==> src/rtl/rx_path_pkg.sv <==
package rx_path_pkg;
    typedef enum logic [1:0] {
        MODE_NOSRAM = 2'd0,
        MODE_SRAM   = 2'd1,
        MODE_LOWLAT = 2'd2
    } rx_mode_e;

    typedef enum logic [1:0] {
        ST_IDLE  = 2'd0,
        ST_COUNT = 2'd1,
        ST_REQ   = 2'd2,
        ST_FLUSH = 2'd3
    } dma_st_e;
endpackage

==> src/rtl/rx_mode_sel.sv <==
module rx_mode_sel
    import rx_path_pkg::*;
#(
    parameter int SIZE_W = 8
) (
    input  logic              clk,
    input  logic              rst_n,
    input  logic [SIZE_W-1:0] cfg_sram_size,
    input  logic              cfg_lowlat_en,
    input  logic              ctl_stopped,
    output rx_mode_e          mode_q
);
    rx_mode_e mode_d;

    always_comb begin
        if (cfg_sram_size == '0)
            mode_d = MODE_NOSRAM;
        else if (cfg_lowlat_en)
            mode_d = MODE_LOWLAT;
        else
            mode_d = MODE_SRAM;
    end

    // Configuration is only applied while the controller is stopped.
    always_ff @(posedge clk or negedge rst_n) begin
        if (!rst_n)
            mode_q <= MODE_NOSRAM;
        else if (ctl_stopped)
            mode_q <= mode_d;
    end
endmodule

==> src/rtl/rx_byte_cnt.sv <==
module rx_byte_cnt #(
    parameter int CNT_W = 7,
    parameter int MAX_V = 64
) (
    input  logic             clk,
    input  logic             rst_n,
    input  logic             clr,
    input  logic             inc,
    output logic [CNT_W-1:0] cnt
);
    localparam logic [CNT_W-1:0] SAT = CNT_W'(MAX_V);

    always_ff @(posedge clk or negedge rst_n) begin
        if (!rst_n)
            cnt <= '0;
        else if (clr)
            cnt <= '0;
        else if (inc && cnt != SAT)
            cnt <= cnt + 1'b1;
    end
endmodule

==> src/rtl/rx_dma_fsm.sv <==
module rx_dma_fsm
    import rx_path_pkg::*;
#(
    parameter int CNT_W = 7
) (
    input  logic             clk,
    input  logic             rst_n,
    input  logic             ctl_stopped,
    input  logic             rx_sof,
    input  logic             rx_byte_vld,
    input  logic             rx_eof,
    input  logic [CNT_W-1:0] thr,
    input  logic [CNT_W-1:0] cnt,
    output logic             cnt_clr,
    output logic             cnt_inc,
    output logic             dma_req
);
    dma_st_e st_q, st_d;

    always_ff @(posedge clk or negedge rst_n) begin
        if (!rst_n)
            st_q <= ST_IDLE;
        else
            st_q <= st_d;
    end

    always_comb begin
        st_d = st_q;
        if (ctl_stopped)
            st_d = ST_IDLE;
        else if (rx_sof)
            st_d = ST_COUNT;
        else begin
            unique case (st_q)
                ST_IDLE:  st_d = ST_IDLE;
                ST_COUNT: begin
                    if (rx_eof)
                        st_d = (cnt != '0) ? ST_FLUSH : ST_IDLE;
                    else if (rx_byte_vld && cnt == thr - 1'b1)
                        st_d = ST_REQ;
                end
                ST_REQ:   if (rx_eof) st_d = ST_IDLE;
                ST_FLUSH: st_d = ST_IDLE;
                default:  st_d = ST_IDLE;
            endcase
        end
    end

    always_comb begin
        cnt_clr = ctl_stopped || rx_sof;
        cnt_inc = (st_q == ST_COUNT) && rx_byte_vld && !rx_eof;
        dma_req = (st_q == ST_REQ) || (st_q == ST_FLUSH);
    end
endmodule

==> src/rtl/rx_path_ctrl.sv <==
module rx_path_ctrl
    import rx_path_pkg::*;
#(
    parameter int SIZE_W  = 8,
    parameter int LL_THR  = 16,
    parameter int COL_WIN = 64
) (
    input  logic              clk,
    input  logic              rst_n,
    input  logic [SIZE_W-1:0] cfg_sram_size,
    input  logic              cfg_lowlat_en,
    input  logic              ctl_stopped,
    input  logic              rx_sof,
    input  logic              rx_byte_vld,
    input  logic              rx_eof,
    output logic [1:0]        rx_mode,
    output logic              bnd_valid,
    output logic              dma_req
);
    localparam int CNT_W = $clog2(COL_WIN + 1);
    localparam logic [CNT_W-1:0] THR_LL  = CNT_W'(LL_THR);
    localparam logic [CNT_W-1:0] THR_COL = CNT_W'(COL_WIN);

    rx_mode_e         mode_q;
    logic [CNT_W-1:0] cnt, thr;
    logic             cnt_clr, cnt_inc;

    rx_mode_sel #(.SIZE_W(SIZE_W)) u_mode (
        .clk(clk), .rst_n(rst_n), .cfg_sram_size(cfg_sram_size),
        .cfg_lowlat_en(cfg_lowlat_en), .ctl_stopped(ctl_stopped),
        .mode_q(mode_q)
    );

    rx_byte_cnt #(.CNT_W(CNT_W), .MAX_V(COL_WIN)) u_cnt (
        .clk(clk), .rst_n(rst_n), .clr(cnt_clr), .inc(cnt_inc), .cnt(cnt)
    );

    always_comb thr = (mode_q == MODE_LOWLAT) ? THR_LL : THR_COL;

    rx_dma_fsm #(.CNT_W(CNT_W)) u_fsm (
        .clk(clk), .rst_n(rst_n), .ctl_stopped(ctl_stopped),
        .rx_sof(rx_sof), .rx_byte_vld(rx_byte_vld), .rx_eof(rx_eof),
        .thr(thr), .cnt(cnt), .cnt_clr(cnt_clr), .cnt_inc(cnt_inc),
        .dma_req(dma_req)
    );

    always_comb begin
        rx_mode   = mode_q;
        bnd_valid = (mode_q == MODE_SRAM);
    end
endmodule

==> config.mk <==
export PLATFORM = sky130hd
export DESIGN_NAME = rx_path_ctrl
export DESIGN_NICKNAME = d
export VERILOG_FILES = /design/src/rtl/rx_path_pkg.sv /design/src/rtl/rx_mode_sel.sv /design/src/rtl/rx_byte_cnt.sv /design/src/rtl/rx_dma_fsm.sv /design/src/rtl/rx_path_ctrl.sv
export SDC_FILE = /design/constraint.sdc
export NUM_CORES = 1
export LEC_CHECK = 0
export BUFFER_PORTS_ARGS = -buffer_cell sky130_fd_sc_hd__buf_4
export CORE_UTILIZATION = 50
export DETAILED_ROUTE_END_ITERATION = 10
export MAX_ROUTING_LAYER = met4
export PLACE_DENSITY = 0.76
export SLEW_MARGIN = 10
export SYNTH_ARGS = -nofsm -noshare
export SYNTH_HDL_FRONTEND = slang
export SYNTH_SLANG_ARGS = --single-unit
==> constraint.sdc <==
create_clock -name clk -period 2.2 [get_ports clk]
set_clock_uncertainty 0.2 [all_clocks]
set_input_delay 0.22 -clock clk [delete_from_list [all_inputs] [get_ports clk]]
set_output_delay 0.22 -clock clk [all_outputs]
set_load 0.02 [all_outputs]
==> results of run 1 <==
sequential cells by signal, indices dropped and copies added, names as in the netlist:
name / cells
u_cnt.cnt: 7
u_fsm.st_q: 2
u_mode.mode_q: 2
Yosys cell counts, types with 2 or more instances:
cell type	number	area [um^2]
nand4_1	2	12.5
clkbuf_1	2	7.51
or4_1	3	22.5
xnor2_1	3	26.3
nand2_1	3	11.3
o2bb2ai_1	2	17.5
xor2_1	4	35.0
dfrtp_1	11	275
nand3_1	2	10.0
nor2b_1	3	18.8
and3_1	2	12.5
o21ai_2	2	17.5
nor2_1	8	30.0
inv_1	8	30.0
ha_1	2	25.0
timing repair:
item                      4_1_cts  5_1_grt
hold buffers                    3        0
hold endpoints to repair       14        0
gates resized for setup         0        0
tightest hold or removal path: stages:
cell,delay [ns]
buf_4,0.12
o21ai_0,0.10
o2bb2ai_1,0.09
through the flow:
step                      area (um^2)  power, W  setup WS [ns]
after floorplan                   729  0.000253          0.324
after global placement            861  0.000291          0.297
after detailed placement          861  0.000293          0.234
after CTS                         917  0.000432          0.224
after global routing              917  0.000454          0.154
final                             917  0.000428          0.241
layer usage:
layer  global-route usage  vias to the layer above  share of wire
met3                0.100                        4          0.049
met2                0.367                       11           0.50
met1                0.276                      295           0.44
met5                    -                        -              0
met4               0.0667                        0         0.0066
li1                     -                      309              -
where the power goes:
group | leakage (nW) | switching, W | internal [W]
logic | 0.236 | 0.0000361 | 0.0000415
registers | 0.149 | 0.00000760 | 0.000208
clock network | 0.0150 | 0.0000644 | 0.0000702
total | 0.399 | 0.000108 | 0.000319
path summary, 6_finish.rpt:
check / to / slack [ns] / cells after the start
setup / recovery: u_fsm.st_q[0] / 0.24 / 6
hold / removal: u_mode.mode_q[1] / 0.1 / 3
setup reg to reg: u_fsm.st_q[0] / 0.24 / 6
hold reg to reg: u_mode.mode_q[1] / 0.37 / 1
max in group asynchronous: u_cnt.cnt[1] / 1.53 / 2
min in group asynchronous: u_mode.mode_q[1] / 0.12 / 2
logic make-up after synthesis:
group | after synthesis | share of synthesized area
simple gates | 29 | 0.235
compound gates | 14 | 0.184
flops | 11 | 0.377
fa+ha+maj | 2 | 0.0343
mux | 1 | 0.0137
buf+inv | 12 | 0.0720
xor+xnor | 7 | 0.0840
area by class of cell:
type	instances	area, um^2	share of cell area
clock buffers	4	26.3	0.0286
inverters	8	30.0	0.0327
multi-input cells	53	402	0.438
flip-flops and latches	11	275	0.300
well taps	15	18.8	0.0205
repair buffers	21	165	0.180
==> results.json, run 1 <==
{
  "clock.fmax_mhz": 510,
  "detailedRoute.firstPassIterationCount": 4,
  "longest_clk_path_bufs": 2,
  "crit_type": "reg -> reg",
  "min_path_type": "in -> reg",
  "insertion_delay_of_the_later_clocked_pin_in_the_worst_skew_pair_ns": 0.26,
  "cap_violations": 0,
  "nets": 115,
  "postRouteWirelength_mm": 1.53,
  "worstPathRequired_ns": 2.13,
  "finalWorstPathRequiredPeriod_ns": 1.96,
  "hold_viol": 0,
  "crit_family": "compound AO/OA/AOI/OAI gates",
  "die_h_um": 40.2,
  "drive_above_1_share": 0.299,
  "sink_count_of_the_clock_tree": 11,
  "final.period_utilization": 0.890,
  "layout.cells.most_common_list": "buf_4, dfrtp_1, inv_1, nor2_1, xor2_1",
  "non_filler_cells_final": 112,
  "hold_path_startpoint": "ctl_stopped",
  "synth_async_sr_flop_share": 1.00,
  "final-max-slew-violation-count": 0,
  "worst_r2r_startpoint": "u_cnt.cnt[0]",
  "worstSetupStartpoint": "u_cnt.cnt[0]",
  "worstMarginPinSlew_ns": 0.400,
  "ys_seq_elements": 11,
  "placedCellCount": 105,
  "critical-path-max-stage-delay_ns": 0.49,
  "clk_transition_reported_paths_ns": 0.07,
  "mappedNetlistArea_um2": 729,
  "drt-vias-per-instance": 5.53,
  "route.detailed.drc": 0,
  "final_core_util": 0.688,
  "synth-main-ff-cell": "dfrtp_1",
  "p_per_area_nw_per_um2": 466,
  "die_area_um2": 1620,
  "layout_area_growth_over_synthesis_pct": 25.7,
  "grt_max_degree": 12,
  "critical-path-slowest-cell": "or4b_4",
  "most_common_cell_after_layout_fill_and_taps_aside": "buf_4",
  "yosysUniqueCellTypes": 34,
  "fp.coreArea_um2": 1330,
  "placement_rows": 13,
  "tritoncts": "yes",
  "ys_seq_area_frac": 0.377,
  "worstPathArrival_ns": 1.89,
  "h_tree_depth": 1,
  "grt_overflow": 0,
  "antenna_found_initial": 0,
  "synth_nets": 93,
  "estimated_wirelength_of_the_detail_placed_design_mm": 1.19,
  "crit_end_category": "flip-flop",
  "totalNegativeSetupSlack_ns": 0,
  "critPathMaxFanout": 4,
  "final_antenna_net_count": 0,
  "cellLeakagePower_nw": 0.399,
  "cts-buffers-inserted": 3,
  "port_buffers": 18,
  "grt_first_pass_wirelength_mm": 2.43,
  "rsz0062_at_grt": "no",
  "gp_congestion": 0.816,
  "initialDrtViolationCount": 12,
  "average_instance_area_after_synthesis_um2": 9.60,
  "die-width_um": 40.2,
  "count_of_buffer_and_inverter_cells_on_the_critical_path": 1,
  "hold_ws_ns": 0.0988,
  "initial_utilization": 0.547,
  "antennaDiodeCount": 0,
  "status": "complete, no violations",
  "synth_edf_count": 0,
  "yosysWarningCount": 0,
  "n_fill_cell": 112,
  "cts.repair_timing.setup_buffer_count": 0,
  "first_global_vias": 564,
  "routed_wire_length_per_instance_um": 13.6,
  "peakVddDrop_v": 0.000302,
  "maxSlewHeadroom": 0.726,
  "post_synthesis_cells": 76,
  "setup-violations-final": 0,
  "cp_launch_type": "flip-flop",
  "path_cells": "inv_1, ha_1, or4b_4, o311a_4, o21ai_2, a211oi_1",
  "gr-usage-all-layers": 0.235,
  "clk_root_buffer_cell": "clkbuf_4",
  "num_io_pins": 19,
  "via_count": 619
}
Power figures use the tool's default switching activity.
==> run 2, diff against run 1 <==
--- a/config.mk
+++ b/config.mk
@@ -5,9 +5,10 @@
 export SDC_FILE = /design/constraint.sdc
 export NUM_CORES = 1
 export LEC_CHECK = 0
-export BUFFER_PORTS_ARGS = -buffer_cell sky130_fd_sc_hd__buf_4
+export BUFFER_PORTS_ARGS = -buffer_cell sky130_fd_sc_hd__buf_2
 export CORE_UTILIZATION = 50
 export DETAILED_ROUTE_END_ITERATION = 10
+export GPL_TIMING_DRIVEN = 0
 export MAX_ROUTING_LAYER = met4
 export PLACE_DENSITY = 0.76
 export SLEW_MARGIN = 10
==> run 2 against run 1 <==
Clock power is 8% higher. Largest power group unchanged. First-iteration DRC count is 33% higher. Global-route usage is 0.48 points lower. Core utilization is 2.4 points lower. Fmax is 0.57% higher. Worst setup slack better by 0.011 ns.
==> results.json, run 2 (same netlist as run 1, synthesis figures left out) <==
{
  "detailedRoute.firstPassIterationCount": 4,
  "final_antenna_net_count": 0,
  "clk_transition_reported_paths_ns": 0.08,
  "sw_frac_of_total": 0.275,
  "setup-violations-final": 0,
  "cap_violations": 0,
  "cts.repair_timing.setup_buffer_count": 0,
  "p_per_area_nw_per_um2": 482,
  "drive_above_1_share": 0.300,
  "gp_congestion": 0.811,
  "layout_area_growth_over_synthesis_pct": 21.3,
  "maxSlewHeadroom": 0.742,
  "antennaDiodeCount": 0,
  "critical-path-max-stage-delay_ns": 0.48,
  "grt_first_pass_wirelength_mm": 2.34,
  "hold_viol": 0,
  "initialDrtViolationCount": 16,
  "cts_repair_resize_count": 0,
  "route.detailed.drc": 0,
  "die-width_um": 40.2,
  "worstPathRequired_ns": 2.15,
  "gr-usage-all-layers": 0.231,
  "clock_power_share": 0.342,
  "insertion_delay_of_the_later_clocked_pin_in_the_worst_skew_pair_ns": 0.28,
  "drt-vias-per-instance": 5.42,
  "worstPathArrival_ns": 1.90,
  "initial_utilization": 0.547,
  "rrSetupSlack_ns": 0.25,
  "most_common_cell_after_layout_fill_and_taps_aside": "buf_2",
  "num_io_pins": 19,
  "fp.coreArea_um2": 1330,
  "cp_launch_type": "flip-flop",
  "placement_rows": 13,
  "clock.fmax_mhz": 513,
  "top_regs": "u_cnt.cnt: 7 flops, u_fsm.st_q: 2 flops, u_mode.mode_q: 2 flops",
  "finalWorstPathRequiredPeriod_ns": 1.95,
  "layout.cells.most_common_list": "buf_2, dfrtp_1, inv_1, nor2_1, xor2_1",
  "regMostFlops": "u_cnt.cnt",
  "worstMarginPinSlew_ns": 0.377,
  "nets": 118,
  "first_global_vias": 565,
  "rsz0062_at_grt": "no",
  "sink_count_of_the_clock_tree": 11,
  "die_area_um2": 1620,
  "longest_clk_path_bufs": 2,
  "path_cells": "inv_1, ha_1, or4b_4, o311a_4, a21oi_2, a221oi_1",
  "power.total_w": 0.000427,
  "final-max-slew-violation-count": 0,
  "via_count": 623,
  "tritoncts": "yes",
  "count_of_buffer_and_inverter_cells_on_the_critical_path": 1,
  "min_path_type": "in -> reg",
  "total_switching_power_w": 0.000117,
  "peakVddDrop_v": 0.000374,
  "cts-buffers-inserted": 3,
  "cellLeakagePower_nw": 0.391,
  "status": "complete, no violations",
  "grt_max_degree": 12,
  "die_h_um": 40.2,
  "final.period_utilization": 0.885,
  "clk_root_buffer_cell": "clkbuf_4",
  "totalNegativeSetupSlack_ns": 0,
  "port_buffers": 18,
  "crit_end_category": "flip-flop",
  "estimated_wirelength_of_the_detail_placed_design_mm": 1.16,
  "largest_reg_flops": 7,
  "crit_type": "reg -> reg",
  "p_int_w": 0.000309,
  "grt_overflow": 0,
  "n_fill_cell": 122,
  "postRouteWirelength_mm": 1.52,
  "post_cts_hold_buffer_count": 2,
  "combinationalPowerShare": 0.154,
  "critPathMaxFanout": 4,
  "antenna_found_initial": 0,
  "routed_wire_length_per_instance_um": 13.2,
  "p_seq_frac": 0.503,
  "critical-path-slowest-cell": "or4b_4",
  "crit_family": "compound AO/OA/AOI/OAI gates",
  "h_tree_depth": 1
}
## run 2: changes by cell type in the layout (fill, tap and decap cells not counted)
cell / previous run / this run
buf_2: 0 / 18
buf_4: 18 / 0
clkbuf_1: 1 / 3
buf_1: 0 / 1
buf_6: 0 / 1
dlygate4sd3_1: 3 / 2
## run 2: power groups by stage
stage	Clock, W	Sequential (W)	Combinational, W
floorplan	0	0.000221	0.0000319
global placement	0	0.000218	0.0000625
detailed placement	0	0.000219	0.0000637
CTS	0.000144	0.000215	0.0000666
global route	0.000154	0.000216	0.0000742
finish	0.000146	0.000215	0.0000658
## run 2: metal layers
metal  wire (um)  global-route usage  up-vias
met2         744               0.371       11
met1         693               0.277      288
met4          33               0.100        0
met5           0                   -        -
li1            -                   -      319
met3          46              0.0500        5
## run 2: through the flow
step,instance area (um^2),setup WS [ns],cells,hold slack [ns],util
2_1_floorplan,729,0.324,76,-0.276,-
6_report,885,0.252,115,0.0116,0.663
3_3_place_gp,838,0.260,109,-0.0961,0.629
5_1_grt,885,0.170,115,0.0245,0.663
3_5_place_dp,838,0.240,109,-0.0956,0.629
4_1_cts,885,0.243,115,0.0161,0.663
## run 2: final cells by class
type                    count  area, um^2  area share
inverters                   8        30.0      0.0339
repair buffers             20         110       0.124
plain buffers               4        22.5      0.0255
multi-input cells          53         402       0.454
clock buffers               4        26.3      0.0297
well taps                  15        18.8      0.0212
flip-flops and latches     11         275       0.311
## run 2: path summary, 6_finish.rpt
path | from | endpoint | cells after the start
max | u_cnt.cnt[0] | u_fsm.st_q[1] | 6
min | rx_eof | u_fsm.st_q[1] | 2
max reg2reg | u_cnt.cnt[0] | u_fsm.st_q[1] | 6
min reg2reg | u_mode.mode_q[1] | u_mode.mode_q[1] | 1
max in group asynchronous | rst_n | u_cnt.cnt[0] | 2
min in group asynchronous | rst_n | u_mode.mode_q[0] | 2
